File: config.mk
export PLATFORM = sky130hd
export DESIGN_NAME = regwin_bridge
export DESIGN_NICKNAME = d
export VERILOG_FILES = /design/src/rtl/regwin_pkg.sv /design/src/rtl/regwin_desc_reg.sv /design/src/rtl/regwin_dn_master.sv /design/src/rtl/regwin_bridge.sv
export SDC_FILE = /design/constraint.sdc
export NUM_CORES = 1
export LEC_CHECK = 0
export BUFFER_PORTS_ARGS = -buffer_cell sky130_fd_sc_hd__buf_2
export CORE_ASPECT_RATIO = 1.25
export CORE_UTILIZATION = 52
export DETAILED_ROUTE_END_ITERATION = 7
export PLACE_DENSITY = 0.87
export SLEW_MARGIN = 20
export SYNTH_ARGS = -nofsm -noshare
export SYNTH_HDL_FRONTEND = slang
export SYNTH_HIERARCHICAL = 1
export SYNTH_SLANG_ARGS = --single-unit
File: constraint.sdc
create_clock -name clk -period 2.5 [get_ports clk]
set_clock_uncertainty 0.15 [all_clocks]
set_input_delay 0.5 -clock clk [delete_from_list [all_inputs] [get_ports clk]]
set_output_delay 0.5 -clock clk [all_outputs]
set_load 0.05 [all_outputs]
File: src/rtl/regwin_pkg.sv
package regwin_pkg;

   localparam int HOST_DW = 64;
   localparam int DN_DW   = 32;

   // host byte offsets of the visible registers
   localparam logic [7:0] OFS_DESC  = 8'h08;
   localparam logic [7:0] OFS_CMD   = 8'h10;
   localparam logic [7:0] OFS_RES   = 8'h18;
   localparam logic [7:0] OFS_STAGE = 8'h20;

   // command word bit positions
   localparam int CMD_WR_BIT = 8;
   localparam int CMD_RD_BIT = 9;
   localparam int DBG_BIT    = 32;

   typedef enum logic [1:0] {
      MST_IDLE  = 2'd0,
      MST_ISSUE = 2'd1,
      MST_WAIT  = 2'd2
   } mst_state_t;

endpackage

File: src/rtl/regwin_desc_reg.sv
module regwin_desc_reg #(
   parameter int LSB_FIRST = 0,
   parameter int XFER_W    = 32,
   parameter int CS_COUNT  = 1,
   parameter int CPOL      = 0,
   parameter int CPHA      = 0,
   parameter int SCLK_SEL  = 12,
   parameter int DEV_ID    = 16'h5A3C
) (
   output logic [63:0] word_o
);

   if (XFER_W < 1 || XFER_W > 63) begin : g_bad_xfer
      $error("regwin_desc_reg: XFER_W out of range");
   end
   if (CS_COUNT < 0 || CS_COUNT > 63) begin : g_bad_cs
      $error("regwin_desc_reg: CS_COUNT out of range");
   end
   if (SCLK_SEL < 0 || SCLK_SEL > 1023) begin : g_bad_sclk
      $error("regwin_desc_reg: SCLK_SEL out of range");
   end
   if (DEV_ID < 0 || DEV_ID > 65535) begin : g_bad_id
      $error("regwin_desc_reg: DEV_ID out of range");
   end

   always_comb begin
      word_o        = '0;
      word_o[1]     = (LSB_FIRST != 0);
      word_o[7:2]   = 6'(XFER_W);
      word_o[13:8]  = 6'(CS_COUNT);
      word_o[14]    = (CPOL != 0);
      word_o[15]    = (CPHA != 0);
      word_o[31:22] = 10'(SCLK_SEL);
      word_o[47:32] = 16'(DEV_ID);
   end

endmodule

File: src/rtl/regwin_dn_master.sv
module regwin_dn_master
   import regwin_pkg::*;
#(
   parameter int AW          = 8,
   parameter int DW          = 32,
   parameter int TIMEOUT_CYC = 64
) (
   input  logic          clk,
   input  logic          rst_n,
   input  logic          start_wr,
   input  logic          start_rd,
   input  logic [AW-1:0] start_addr,
   input  logic [DW-1:0] start_wdata,
   output logic [AW-1:0] dn_addr,
   output logic          dn_read,
   output logic          dn_write,
   output logic [DW-1:0] dn_wdata,
   input  logic [DW-1:0] dn_rdata,
   input  logic          dn_rvalid,
   input  logic          dn_stall,
   output logic          done_o,
   output logic          abort_o,
   output logic [DW-1:0] rdata_o
);

   if (TIMEOUT_CYC < 0) begin : g_bad_to
      $error("regwin_dn_master: TIMEOUT_CYC must not be negative");
   end

   mst_state_t    st_q;
   logic          op_rd_q;
   logic [AW-1:0] addr_q;
   logic [DW-1:0] wdata_q;
   logic          timer_hit;

   assign dn_addr  = addr_q;
   assign dn_wdata = wdata_q;
   assign dn_read  = (st_q == MST_ISSUE) &&  op_rd_q;
   assign dn_write = (st_q == MST_ISSUE) && !op_rd_q;
   assign rdata_o  = dn_rdata;

   // completion wins over a timeout that lands in the same cycle
   assign done_o  = ((st_q == MST_ISSUE) && !dn_stall && !op_rd_q) ||
                    ((st_q == MST_WAIT) && dn_rvalid);
   assign abort_o = timer_hit && !done_o && (st_q != MST_IDLE);

   if (TIMEOUT_CYC > 0) begin : g_timer
      localparam int CW = $clog2(TIMEOUT_CYC + 1);
      logic [CW-1:0] cnt_q;
      always_ff @(posedge clk) begin
         if (!rst_n)               cnt_q <= '0;
         else if (st_q == MST_IDLE) cnt_q <= '0;
         else                      cnt_q <= cnt_q + 1'b1;
      end
      assign timer_hit = (cnt_q == CW'(TIMEOUT_CYC - 1));
   end else begin : g_no_timer
      assign timer_hit = 1'b0;
   end

   always_ff @(posedge clk) begin
      if (!rst_n) begin
         st_q    <= MST_IDLE;
         op_rd_q <= 1'b0;
         addr_q  <= '0;
         wdata_q <= '0;
      end else begin
         case (st_q)
            MST_IDLE: begin
               if (start_wr || start_rd) begin
                  st_q    <= MST_ISSUE;
                  op_rd_q <= start_rd;
                  addr_q  <= start_addr;
                  wdata_q <= start_wdata;
               end
            end
            MST_ISSUE: begin
               if (!dn_stall)    st_q <= op_rd_q ? MST_WAIT : MST_IDLE;
               else if (abort_o) st_q <= MST_IDLE;
            end
            MST_WAIT: begin
               if (dn_rvalid || abort_o) st_q <= MST_IDLE;
            end
            default: st_q <= MST_IDLE;
         endcase
      end
   end


   stall_hold_chk: assert property (@(posedge clk) disable iff (!rst_n)
      (st_q == MST_ISSUE && dn_stall && !abort_o) |=>
      (st_q == MST_ISSUE && $stable(dn_addr) && $stable(dn_wdata) && $stable(dn_read)));


   one_dir_chk: assert property (@(posedge clk) disable iff (!rst_n)
      $onehot0({dn_read, dn_write}));


   busy_start_chk: assert property (@(posedge clk) disable iff (!rst_n)
      (start_wr || start_rd) |-> (st_q == MST_IDLE && !(start_wr && start_rd)));

endmodule

File: src/rtl/regwin_bridge.sv
module regwin_bridge
   import regwin_pkg::*;
#(
   parameter int HOST_AW     = 6,
   parameter int DN_AW       = 8,
   parameter int TIMEOUT_CYC = 64,
   parameter int LSB_FIRST   = 0,
   parameter int XFER_W      = 32,
   parameter int CS_COUNT    = 1,
   parameter int CPOL        = 0,
   parameter int CPHA        = 0,
   parameter int SCLK_SEL    = 12,
   parameter int DEV_ID      = 16'h5A3C
) (
   input  logic               clk,
   input  logic               rst_n,
   input  logic [HOST_AW-1:0] host_addr,
   input  logic               host_wr,
   input  logic [63:0]        host_wdata,
   input  logic               host_rd,
   output logic [63:0]        host_rdata,
   output logic [DN_AW-1:0]   dn_addr,
   output logic               dn_read,
   output logic               dn_write,
   output logic [31:0]        dn_wdata,
   input  logic [31:0]        dn_rdata,
   input  logic               dn_rvalid,
   input  logic               dn_stall
);

   if (HOST_AW < 6 || HOST_AW > 8) begin : g_bad_haw
      $error("regwin_bridge: HOST_AW must be 6..8");
   end
   if (DN_AW < 1 || DN_AW > CMD_WR_BIT) begin : g_bad_daw
      $error("regwin_bridge: DN_AW must fit below the request bits");
   end

   localparam logic [HOST_AW-1:0] A_DESC  = HOST_AW'(OFS_DESC);
   localparam logic [HOST_AW-1:0] A_CMD   = HOST_AW'(OFS_CMD);
   localparam logic [HOST_AW-1:0] A_RES   = HOST_AW'(OFS_RES);
   localparam logic [HOST_AW-1:0] A_STAGE = HOST_AW'(OFS_STAGE);

   logic             req_wr_q, req_rd_q, dbg_q;
   logic [DN_AW-1:0] cmd_addr_q;
   logic [DN_DW-1:0] stage_q, res_q;
   logic [63:0]      desc_word;
   logic             busy, cmd_hit, start_wr, start_rd;
   logic [1:0]       req_bits;
   logic             mst_done, mst_abort;
   logic [DN_DW-1:0] mst_rdata;

   assign busy     = req_wr_q || req_rd_q;
   assign cmd_hit  = host_wr && (host_addr == A_CMD);
   assign req_bits = host_wdata[CMD_RD_BIT:CMD_WR_BIT];
   assign start_wr = cmd_hit && !busy && (req_bits == 2'b01);
   assign start_rd = cmd_hit && !busy && (req_bits == 2'b10);

   regwin_desc_reg #(
      .LSB_FIRST(LSB_FIRST), .XFER_W(XFER_W), .CS_COUNT(CS_COUNT),
      .CPOL(CPOL), .CPHA(CPHA), .SCLK_SEL(SCLK_SEL), .DEV_ID(DEV_ID)
   ) u_desc (
      .word_o(desc_word)
   );

   regwin_dn_master #(
      .AW(DN_AW), .DW(DN_DW), .TIMEOUT_CYC(TIMEOUT_CYC)
   ) u_mst (
      .clk        (clk),
      .rst_n      (rst_n),
      .start_wr   (start_wr),
      .start_rd   (start_rd),
      .start_addr (host_wdata[DN_AW-1:0]),
      .start_wdata(stage_q),
      .dn_addr    (dn_addr),
      .dn_read    (dn_read),
      .dn_write   (dn_write),
      .dn_wdata   (dn_wdata),
      .dn_rdata   (dn_rdata),
      .dn_rvalid  (dn_rvalid),
      .dn_stall   (dn_stall),
      .done_o     (mst_done),
      .abort_o    (mst_abort),
      .rdata_o    (mst_rdata)
   );

   always_ff @(posedge clk) begin
      if (!rst_n) begin
         req_wr_q   <= 1'b0;
         req_rd_q   <= 1'b0;
         dbg_q      <= 1'b0;
         cmd_addr_q <= '0;
         stage_q    <= '0;
         res_q      <= '0;
      end else begin
         if (host_wr && host_addr == A_STAGE) stage_q <= host_wdata[DN_DW-1:0];
         if (start_wr || start_rd) begin
            req_wr_q   <= start_wr;
            req_rd_q   <= start_rd;
            cmd_addr_q <= host_wdata[DN_AW-1:0];
            dbg_q      <= 1'b0;
         end else if (mst_done || mst_abort) begin
            req_wr_q <= 1'b0;
            req_rd_q <= 1'b0;
         end
         if (mst_done && req_rd_q) res_q <= mst_rdata;
         if (mst_abort)            dbg_q <= 1'b1;
      end
   end

   always_comb begin
      host_rdata = '0;
      if (host_rd) begin
         case (host_addr)
            A_DESC:  host_rdata = desc_word;
            A_CMD: begin
               host_rdata[DN_AW-1:0]  = cmd_addr_q;
               host_rdata[CMD_WR_BIT] = req_wr_q;
               host_rdata[CMD_RD_BIT] = req_rd_q;
            end
            A_RES: begin
               host_rdata[DN_DW-1:0] = res_q;
               host_rdata[DBG_BIT]   = dbg_q;
            end
            A_STAGE: host_rdata[DN_DW-1:0] = stage_q;
            default: host_rdata = '0;
         endcase
      end
   end


   req_hold_chk: assert property (@(posedge clk) disable iff (!rst_n)
      (busy && !mst_done && !mst_abort) |=> busy);


   req_clear_chk: assert property (@(posedge clk) disable iff (!rst_n)
      (mst_done || mst_abort) |=> !busy);


   both_ignored_chk: assert property (@(posedge clk) disable iff (!rst_n)
      (cmd_hit && req_bits == 2'b11 && !busy) |=> (!busy && !dn_read && !dn_write));


   abort_flag_chk: assert property (@(posedge clk) disable iff (!rst_n)
      mst_abort |=> (dbg_q && !busy));


   busy_addr_chk: assert property (@(posedge clk) disable iff (!rst_n)
      (busy && cmd_hit) |=> $stable(cmd_addr_q));

endmodule

After elaboration in Yosys (flattened, before gate mapping)
Index checks and enable logic that the tools add are counted.

storage, ports and cells
  register bits = 125
  input port bits = 108
  word-level logic and storage cells = 70

operators by class
  $add $sub $neg = 1
  equal/unequal tests = 12
  muxes and demuxes = 16
  bitwise gates (word level) = 1
  reductions and logical operators = 29

operators with widths
  kind                                                  count
  case mux 22 bit (3 select lines)                      1
  2-to-1 mux 47 bit                                     1
  case mux 10 bit (4 select lines)                      1
  2-to-1 mux 14 bit                                     1
  logical AND 1 bit                                     13
  equality test 6 x 5 -> 1 bit (second input constant)  2
  2-to-1 mux 2 bit                                      5
  adder 7 x 1 -> 7 bit (second input constant)          1
  equality test 7 x 6 -> 1 bit (second input constant)  1
  equality test 6 x 4 -> 1 bit (second input constant)  1
  equality test 6 bit (second input constant)           1
  2-to-1 mux 1 bit                                      6
  case mux 2 bit (3 select lines)                       1
  nonzero test 2 bit                                    3
  logical OR 1 bit                                      5
  equality test 2 x 1 -> 1 bit (second input constant)  2
  equality test 2 bit (second input constant)           2
  logical NOT 1 bit                                     4
  != test 2 bit (second input constant)                 2
  != test 3 bit (second input constant)                 1
  AND reduction 3 bit                                   1
  logical NOT 2 bit                                     1
  AND reduction 2 bit                                   1
  OR reduction 2 bit                                    1
  inverter 1 bit                                        1

Longest topological paths before layout
Gate-level depths: netlist of the first run.

  depth after elaboration = 10
  gate-level depth with buffers = 8

Hierarchy
Netlist of the first run, hierarchy kept.

by module, submodules not included
  module            instances  cells each  area an instance (µm²)  sequential area each (µm²)
  regwin_bridge     1          526         4,332.9                 1,501.4
  regwin_dn_master  1          255         2,140.8                 1,001.0
  regwin_desc_reg   1          66          488.0                   0.0

Worst setup path after synthesis of the first run
Ideal clock, no wire load.

  path kind = input to output
  start = input port host_addr[4]
  end = output port host_rdata[32]
  arrival = 2.553 ns
  required time = 1.850 ns
  slack = -0.703 ns
  stages = 4
  path buffers = 2
  cell sequence = buf_2 -> buf_2 -> mux2i_1 -> nor4bb_1

on the way
  longest elaborated chain between the ends = 3

ends and longest elaborated chain
  what                          line                  RTL
  start, declared               regwin_bridge.sv:17   input logic [HOST_AW-1:0] host_addr,
  equality test 6 x 5 -> 1 bit  regwin_bridge.sv:113  case (host_addr)
  2-to-1 mux 1 bit              regwin_bridge.sv:113
  2-to-1 mux 47 bit             regwin_bridge.sv:112  if (host_rd) begin
  end, declared                 regwin_bridge.sv:21   output logic [63:0] host_rdata,

No other way between the ends.

Final worst setup path of the first run
  start = input port host_addr[2]
  end = output port host_rdata[7]

on the way
  longest elaborated chain between the ends = 3
  elaborated cells between the ends (all ways) = 6
  those cells by class = eq/ne: 4; mux: 2

ends and longest elaborated chain
  what                                               line
  equality test 6 bit, or another cell as far along  regwin_bridge.sv:113
  case mux 10 bit (4 select lines) *                 regwin_bridge.sv:113
  2-to-1 mux 47 bit *                                regwin_bridge.sv:112

Every way passes the cells marked *; elsewhere a longest branch is shown, timed or not.

==> results of run 1 <==
-- state kept, by name (all words and copies together), names as in the netlist --
name	count
res_q	32
stage_q	32
u_mst/dn_wdata	32
cmd_addr_q	8
u_mst/dn_addr	8
u_mst/g_timer.cnt_q	7
u_mst/st_q	2
dbg_q	1
req_rd_q	1
req_wr_q	1
u_mst/op_rd_q	1
-- cell usage in the layout, fill, tap and decap left out, types with 4 or more instances in the layout --
cell type and n:
nand3_1 46, a31oi_2 8, conb_1 64, clkbuf_4 12, xor2_1 5, a21boi_1 12
inv_1 4, buf_12 13, clkbuf_16 17, buf_4 31, a21boi_2 22, and2_1 34
mux2_2 32, nand2_1 220, buf_6 5, clkbuf_1 4, nor2_1 12, buf_2 129
bufinv_16 4, a21boi_0 60, nand3b_1 35, dfxtp_1 125, mux2i_1 41
-- cells in the mapped netlist (2+ instances only) --
library cell,n
nand2_1,220
dfxtp_1,125
buf_4,97
a21boi_0,82
nand3_1,46
mux2i_1,41
clkbuf_1,39
nand3b_1,35
and2_1,34
mux2_2,32
buf_2,17
a21boi_1,12
nor2_1,12
a31oi_1,10
xor2_1,5
inv_1,4
nor3b_1,4
buf_6,3
nand4_1,3
a22o_1,2
conb_1,2
nor4bb_1,2
o21ai_0,2
o21ai_1,2
-- final cells by class --
type                    instances  area share (%)
clock buffers                  21            5.18
repair buffers                190            15.1
diodes                          1          0.0294
flip-flops and latches        125            29.4
inverters                       4           0.177
well taps                     168            2.47
multi-input cells             624            45.6
clock inverters                11            1.97
-- metal layers --
metal	up-vias	share of wire (%)	wire [um]
li1	2896	-	-
met1	2695	37	6530
met2	223	53	9250
met3	32	6.9	1210
met4	2	2.8	489
met5	-	0.080	14
-- worst max-delay path, cell delays in order --
cell and delay, ns:
buf_2 0.13, nor4b_4 0.36, buf_6 0.20, nand3b_1 0.19, a31oi_4 0.26, buf_6 0.19
-- how the worst max path moves through the flow --
stage / start / endpoint / slack [ns] / cells past startpoint
2_1_floorplan: host_addr[4] / host_rdata[1] / -0.10 / 4
3_3_place_gp: host_addr[2] / host_rdata[23] / 0.02 / 6
3_5_place_dp: host_addr[4] / u_mst/dn_wdata[27] / -0.02 / 9
4_1_cts: host_addr[2] / host_rdata[7] / 0.007 / 6
5_1_grt: host_addr[2] / host_rdata[7] / -0.03 / 6
6_report: host_addr[2] / host_rdata[7] / 0.01 / 6
-- cells by family (layout without fill, tap and decap cells) --
kind of cell / count (synthesis) / count (layout)
flip-flops: 125 / 125
adder cells (fa/ha/maj): 1 / 1
buffers and inverters: 160 / 226
other: 2 / 65
multiplexers: 73 / 73
XOR/XNOR: 6 / 6
AO/OA/AOI/OAI: 116 / 116
AND/OR/NAND/NOR: 364 / 364
-- power breakdown --
part | internal (mW) | switching, mW | total [mW]
combinational | 0.149 | 0.168 | 0.318
sequential | 2.00 | 0.00255 | 2.00
clock | 1.66 | 0.886 | 2.55
total | 3.81 | 1.06 | 4.86
-- repair_timing --
item,in CTS,in global routing
setup buffers,2,0
pin swaps,1,1
gates resized for setup,3,43
setup endpoints to repair,10,31
-- stage by stage --
stage / cells / cell area, um^2 / setup TNS (ns) / worst slack, ns
floorplan: 909 / 7370 / -0.925 / -0.103
global placement: 1109 / 7780 / 0 / 0.0195
detailed placement: 1109 / 7780 / -0.0283 / -0.0212
CTS: 1143 / 8410 / 0 / 0.00741
global route: 1144 / 8500 / -0.0492 / -0.0257
finish: 1144 / 8500 / 0 / 0.0147
==> flow_summary.toml, run 1 <==
[logic_synthesis]
synth-xor-area-share_pct = 0.755
yosys.area.top_type = "dfxtp_1"
synth_top_family_by_area = "simple AND/OR/NAND/NOR gates"
async_flop_share_pct = 0
synth_seq_cells = 125
syn_area_per_cell_um2 = 8.22
synth_edf_count = 0
muxShareOfSynthArea_pct = 11.1
yosys-top-cells-area = "dfxtp_1 (36%), nand2_1 (12%), buf_4 (10%), a21boi_0 (8.8%), mux2i_1 (5.9%)"
yosys.area_share.adder_pct = 0.180
yosysSeqAreaShare_pct = 35.9
netlist_instances = 847
yosysUniqueCellTypes = 40
synth_compound_area_share_pct = 12.4
synth_top_area_share_pct = 35.9
ys.flop_type = "dfxtp_1"
yosys_warnings = 6
yosys.area_share.simple_pct = 25.1
synth_area_um2 = 6960

[detailed_routing]
dr.pass1.iters = 5
vias = 5848
viasPerCell = 5.11
drc = 0
first_iter_violations = 272
ant_nets = 0
finalWirelength_um = 17500
wl_per_cell_um = 15.3

[cells_and_area]
multi_input_area_um2 = 3880
nets = 1071
area_delta_synth_final_pct = 22.1
drive_above_1_share_pct = 29.9
fin_util_pct = 65.9
fillCellCount = 1105
regArea_um2 = 2500

[place]
hpwlAfterDp_um = 12200
portBuffers = 158
gp_congestion = 0.867

[global_route]
grt_max_degree = 68
grt-busiest-layer = "met2"
grtUsageMet2_pct = 46.6
overflow = 0
antenna_found_initial = 2
groute.usage.overall_pct = 25.5
grt_pass1_vias = 5570
met3_usage_pct = 6.10
grt_util_met1_pct = 27.7
grt_pass1_wl_um = 27800

[die]
die_h_um = 131
pin_count = 214
start_util_pct = 54.0
die_w_um = 105
dieArea_um2 = 13900
num_rows = 46
core_um2 = 12900

[clock_network]
cts_buffer_depth = 2
hold_buffers = 0
clk_latency_ns = 0.42
cts.sinks = 125
cts_root_buf = "clkbuf_16"
clk_pin_slew_ns = 0.05
htreeDepth = 4
cts_tree = "yes"
cts_inserted_buffers = 17

[sta]
fin_crit_ns = 2.49
period_share_pct = 99.4
worst_pin_slew_ns = 0.514
rsz0062_at_grt = "yes"
finalHoldViolCount = 0
drv_slew = 0
holdWs_ns = 0.173
max-slew-margin-rel_pct = 65.5
max_clock_freq_mhz = 402
setup_violations = 0

[worst_setup_path]
timing.rr.start = "req_rd_q"
cp-start-kind = "input pin"
rr_worst_depth = 7
required_ns = 1.85
critPathCaptureType = "output port"
crit_type = "input pin to output port"
cp.arrival_ns = 1.84
r2r_setup_slack_ns = 0.28
r2r_end = "u_mst/dn_wdata[4]"
critPathMaxFanout = 11

[power]
peakVddDrop_uv = 478
leakage_nw = 3.40
power_mw = 4.86
p_per_area_nw_per_um2 = 572

[min_path]
min-delay-start = "host_wdata[20]"
hold_path_class = "input pin to register"
holdPathEnd = "stage_q[20]"
hold-path-cell-count = 3

[outcome]
status = "completed"

[flow_run]
drv_cap = 0
Note: power is estimated with default switching activity, not from simulation.
==> run 2, diff against run 1 <==
- CORE_UTILIZATION: 52 -> 47
- PLACE_DENSITY: 0.87 -> 0.83
- SKIP_LAST_GASP: unset -> 1
- clock period: 2.5 -> 2.25 ns (I/O delays scaled with it)
==> flow_summary.toml, run 2 (synthesis results as in run 1) <==
[clock_network]
cts.sinks = 125
clk_latency_ns = 0.41
cts_inserted_buffers = 17
hold_buffers = 0
cts_tree = "yes"
clk_pin_slew_ns = 0.05
htreeDepth = 4
cts_buffer_depth = 2
cts_root_buf = "clkbuf_16"

[global_route]
grt_max_degree = 54
antenna_found_initial = 1
groute.usage.overall_pct = 23.9
overflow = 0
grt_pass1_vias = 5810
grt_pass1_wl_um = 29300

[place]
gp_congestion = 0.830
portBuffers = 158
hpwlAfterDp_um = 12200
pre_cts_slack_ns = -0.188

[cells_and_area]
layout_commonest_cell = "nand2_1"
drive_above_1_share_pct = 32.5
nets = 1083
area_delta_synth_final_pct = 30.2
diodes = 0
final_cell_mix = "nand2_1 (220), dfxtp_1 (125), buf_2 (114), conb_1 (64), a21boi_0 (60)"

[die]
core_um2 = 14400
die_w_um = 111
num_rows = 49
start_util_pct = 48.3
dieArea_um2 = 15300
die_h_um = 138
pin_count = 214

[sta]
setup_violations = 18
finalHoldViolCount = 0
fin_crit_ns = 2.28
rsz0062_at_grt = "yes"
setup_slack_ns = -0.0304
period_share_pct = 101
drv_slew = 0
max_clock_freq_mhz = 439
holdWs_ns = 0.131

[worst_setup_path]
crit_type = "input pin to output port"
rr_worst_depth = 7
critPathCaptureType = "output port"
cp-start-kind = "input pin"
critPathMaxFanout = 10
required_ns = 1.65
cp.arrival_ns = 1.68

[outcome]
violations = "negative setup slack"
status = "complete, but fails checks"

[detailed_routing]
finalWirelength_um = 18600
first_iter_violations = 297
dr.pass1.iters = 5
vias = 6043
ant_nets = 0
drc = 0
viasPerCell = 5.20
wl_per_cell_um = 16.0

[power]
leakage_nw = 3.63
peakVddDrop_uv = 470
p_per_area_nw_per_um2 = 577

[min_path]
hold-path-cell-count = 3
hold_path_class = "input pin to register"

[flow_run]
drv_cap = 0
[run 2: final timing paths]
kind / start / to / slack, ns
max: host_addr[3] / host_rdata[1] / -0.03
min: host_wdata[28] / stage_q[28] / 0.13
max reg2reg: req_rd_q / u_mst/dn_wdata[6] / 0.30
min reg2reg: u_mst/dn_wdata[25] / u_mst/dn_wdata[25] / 0.31
[run 2: final cells by class]
cell class,instances,area [um^2]
Clock buffer,22,464
Fill cell,1143,5340
Sequential cell,125,2500
Inverter,4,15.0
Clock inverter,8,92.6
Tap cell,178,223
Timing Repair Buffer,202,1660
Multi-Input combinational cell,624,4110
[run 2: repair_timing]
item | 4_1_cts | 5_1_grt
setup buffers | 2 | 3
pin swaps | 27 | 26
setup endpoints to repair | 40 | 48
gates cloned | 1 | 3
gates resized for setup | 103 | 16
[run 2: worst max-delay path, cell delays in order]
cell and delay (ns):
buf_4 0.14, nor3b_4 0.23, buf_4 0.14, o211ai_1 0.09
buf_4 0.21, a31oi_2 0.22, buf_6 0.19
[run 2: where the power goes]
part	internal (mW)	total [mW]	switching [mW]
logic	0.197	0.402	0.205
clock network	1.66	2.61	0.942
registers	2.22	2.22	0.00266
[run 2: through the flow]
stage,TNS [ns],std cells,area (um^2),power [mW],utilization [%]
final,-0.214,1163,9060,5.23,62.9
after floorplan,-2.65,909,7540,2.60,-
after global routing,-2.39,1163,9060,5.38,62.9
after detailed placement,-11.72,1124,8010,2.64,55.6
after CTS,-0.251,1157,8900,5.24,61.8
after global placement,-10.22,1124,8010,2.63,55.6
[run 2: per-layer routing]
layer	part of all wire [%]	GRT usage (%)	vias up
li1	-	-	2914
met5	0.070	0	-
met4	3.7	13.1	2
met2	51	42.3	226
met1	40	26.2	2848
met3	5.8	5.48	53
==> run 3, diff against run 2 <==
- BUFFER_PORTS_ARGS: -buffer_cell sky130_fd_sc_hd__buf_2 -> unset
- CORE_UTILIZATION: 47 -> 58
- DONT_BUFFER_PORTS: unset -> 1
- PLACE_DENSITY: 0.83 -> 0.82
==> flow_summary.toml, run 3 (synthesis results as in run 1) <==
[die]
num_rows = 44
dieArea_um2 = 12400
pin_count = 214
core_um2 = 11700
die_h_um = 124
start_util_pct = 59.6
die_w_um = 100

[sta]
max_clock_freq_mhz = 448
holdWs_ns = 0.0195
setup_violations = 0
max-slew-margin-rel_pct = 49.2
period_share_pct = 99.1
drv_slew = 0
finalHoldViolCount = 0
worst_pin_slew_ns = 0.759
fin_crit_ns = 2.23
rsz0062_at_grt = "yes"

[cells_and_area]
nets = 947
final_cell_mix = "nand2_1 (220), dfxtp_1 (125), conb_1 (64), a21boi_0 (60), nand3_1 (46)"
diodes = 0
fillCellCount = 870
area_delta_synth_final_pct = 19.9
layout_commonest_cell = "nand2_1"
drive_above_1_share_pct = 20.3

[worst_setup_path]
timing.rr.start = "req_rd_q"
critPathCaptureType = "register"
required_ns = 2.42
cp-start-kind = "register"
critPathMaxFanout = 20
crit_type = "register to register"
cp.arrival_ns = 2.40
cp-startpoint = "req_rd_q"

[global_route]
overflow = 0
antenna_found_initial = 0
grt_pass1_vias = 5602
grt_pass1_wl_um = 28200
grt_max_degree = 157
groute.usage.overall_pct = 29.2

[power]
power_mw = 5.24
p_per_area_nw_per_um2 = 628
leakage_nw = 2.98
peakVddDrop_uv = 569

[clock_network]
cts_inserted_buffers = 17
hold_buffers = 0
htreeDepth = 4
cts_root_buf = "clkbuf_16"
cts_tree = "yes"
clk_pin_slew_ns = 0.06
clk_latency_ns = 0.42
cts.sinks = 125
cts_buffer_depth = 2

[detailed_routing]
dr.pass1.iters = 6
finalWirelength_um = 18200
wl_per_cell_um = 18.0
ant_nets = 0
first_iter_violations = 616
drc = 0
vias = 5673
viasPerCell = 5.61

[min_path]
hold_path_class = "input pin to register"
min-delay-start = "host_wdata[23]"

[place]
gp_congestion = 0.845
hpwlAfterDp_um = 11600
portBuffers = 0

[outcome]
status = "completed"

[flow_run]
drv_cap = 0
==> run 3: cell count changes in the layout (fill, tap and decap cells not counted), moves of 3 or more <==
cell        delta
buf_2        -114
and2_1         +8
nand3_2        -8
nand3_1        +8
buf_12        +22
buf_6         -32
and2_4         -8
clkinvlp_4     +3
buf_8         -11
clkinv_2       -3
==> run 3: critical path, cell delays in order, from the launching register on <==
cell and delay [ns]:
dfxtp_1 0.42, nor3b_2 0.08, nand3_1 0.17, nor3b_1 0.08, buf_4 0.17, o21ai_4 0.62, nand2_1 0.16, a21boi_0 0.28
==> run 3: power breakdown <==
part / internal (mW) / total [mW] / switching [mW]
logic: 0.116 / 0.206 / 0.0897
registers: 2.22 / 2.22 / 0.00423
clock network: 1.77 / 2.81 / 1.04
==> run 3: area by class of cell <==
| type | count | area (um^2) | area share, % |
|---|---|---|---|
| Timing Repair Buffer | 65 | 957 | 11.5 |
| Multi-Input combinational cell | 625 | 4060 | 48.7 |
| Tap cell | 161 | 201 | 2.41 |
| Clock inverter | 13 | 165 | 1.98 |
| Sequential cell | 125 | 2500 | 30.0 |
| Clock buffer | 19 | 443 | 5.31 |
| Inverter | 4 | 15.0 | 0.180 |
==> run 3: per-layer routing <==
| layer | global-route usage (%) | vias up | share of wire (%) |
|---|---|---|---|
| li1 | - | 2637 | - |
| met1 | 32.4 | 2663 | 37 |
| met2 | 49.0 | 303 | 49 |
| met3 | 9.43 | 70 | 8.8 |
| met4 | 15.7 | 0 | 4.4 |
| met5 | 0 | - | 0 |
==> run 3: per-stage QoR <==
stage               std cells  util, %  TNS (ns)  worst slack, ns  cell area (um^2)
floorplan                 909        -     -2.65           -0.277              7540
global placement          976     65.7     -2.60          -0.0761              7660
detailed placement        976     65.7     -5.07           -0.201              7660
CTS                      1009     71.0  -0.00117         -0.00117              8290
global route             1012     71.5    -0.458          -0.0810              8340
finish                   1012     71.5         0           0.0195              8340
==> run 3: final timing paths <==
kind	slack, ns	end	cells after the start
setup reg to reg	0.02	u_mst/dn_wdata[5]	7
hold reg to reg	0.31	res_q[5]	2
hold / removal	0.02	stage_q[23]	2
setup / recovery	0.02	u_mst/dn_wdata[5]	7
==> run 3: repair_timing <==
action	in CTS	in global routing
gates resized for setup	1	11
endpoints found under the hold margin	0	0
cloned	1	1
pin swaps	1	2
setup buffers	0	2
setup endpoints to repair	37	67
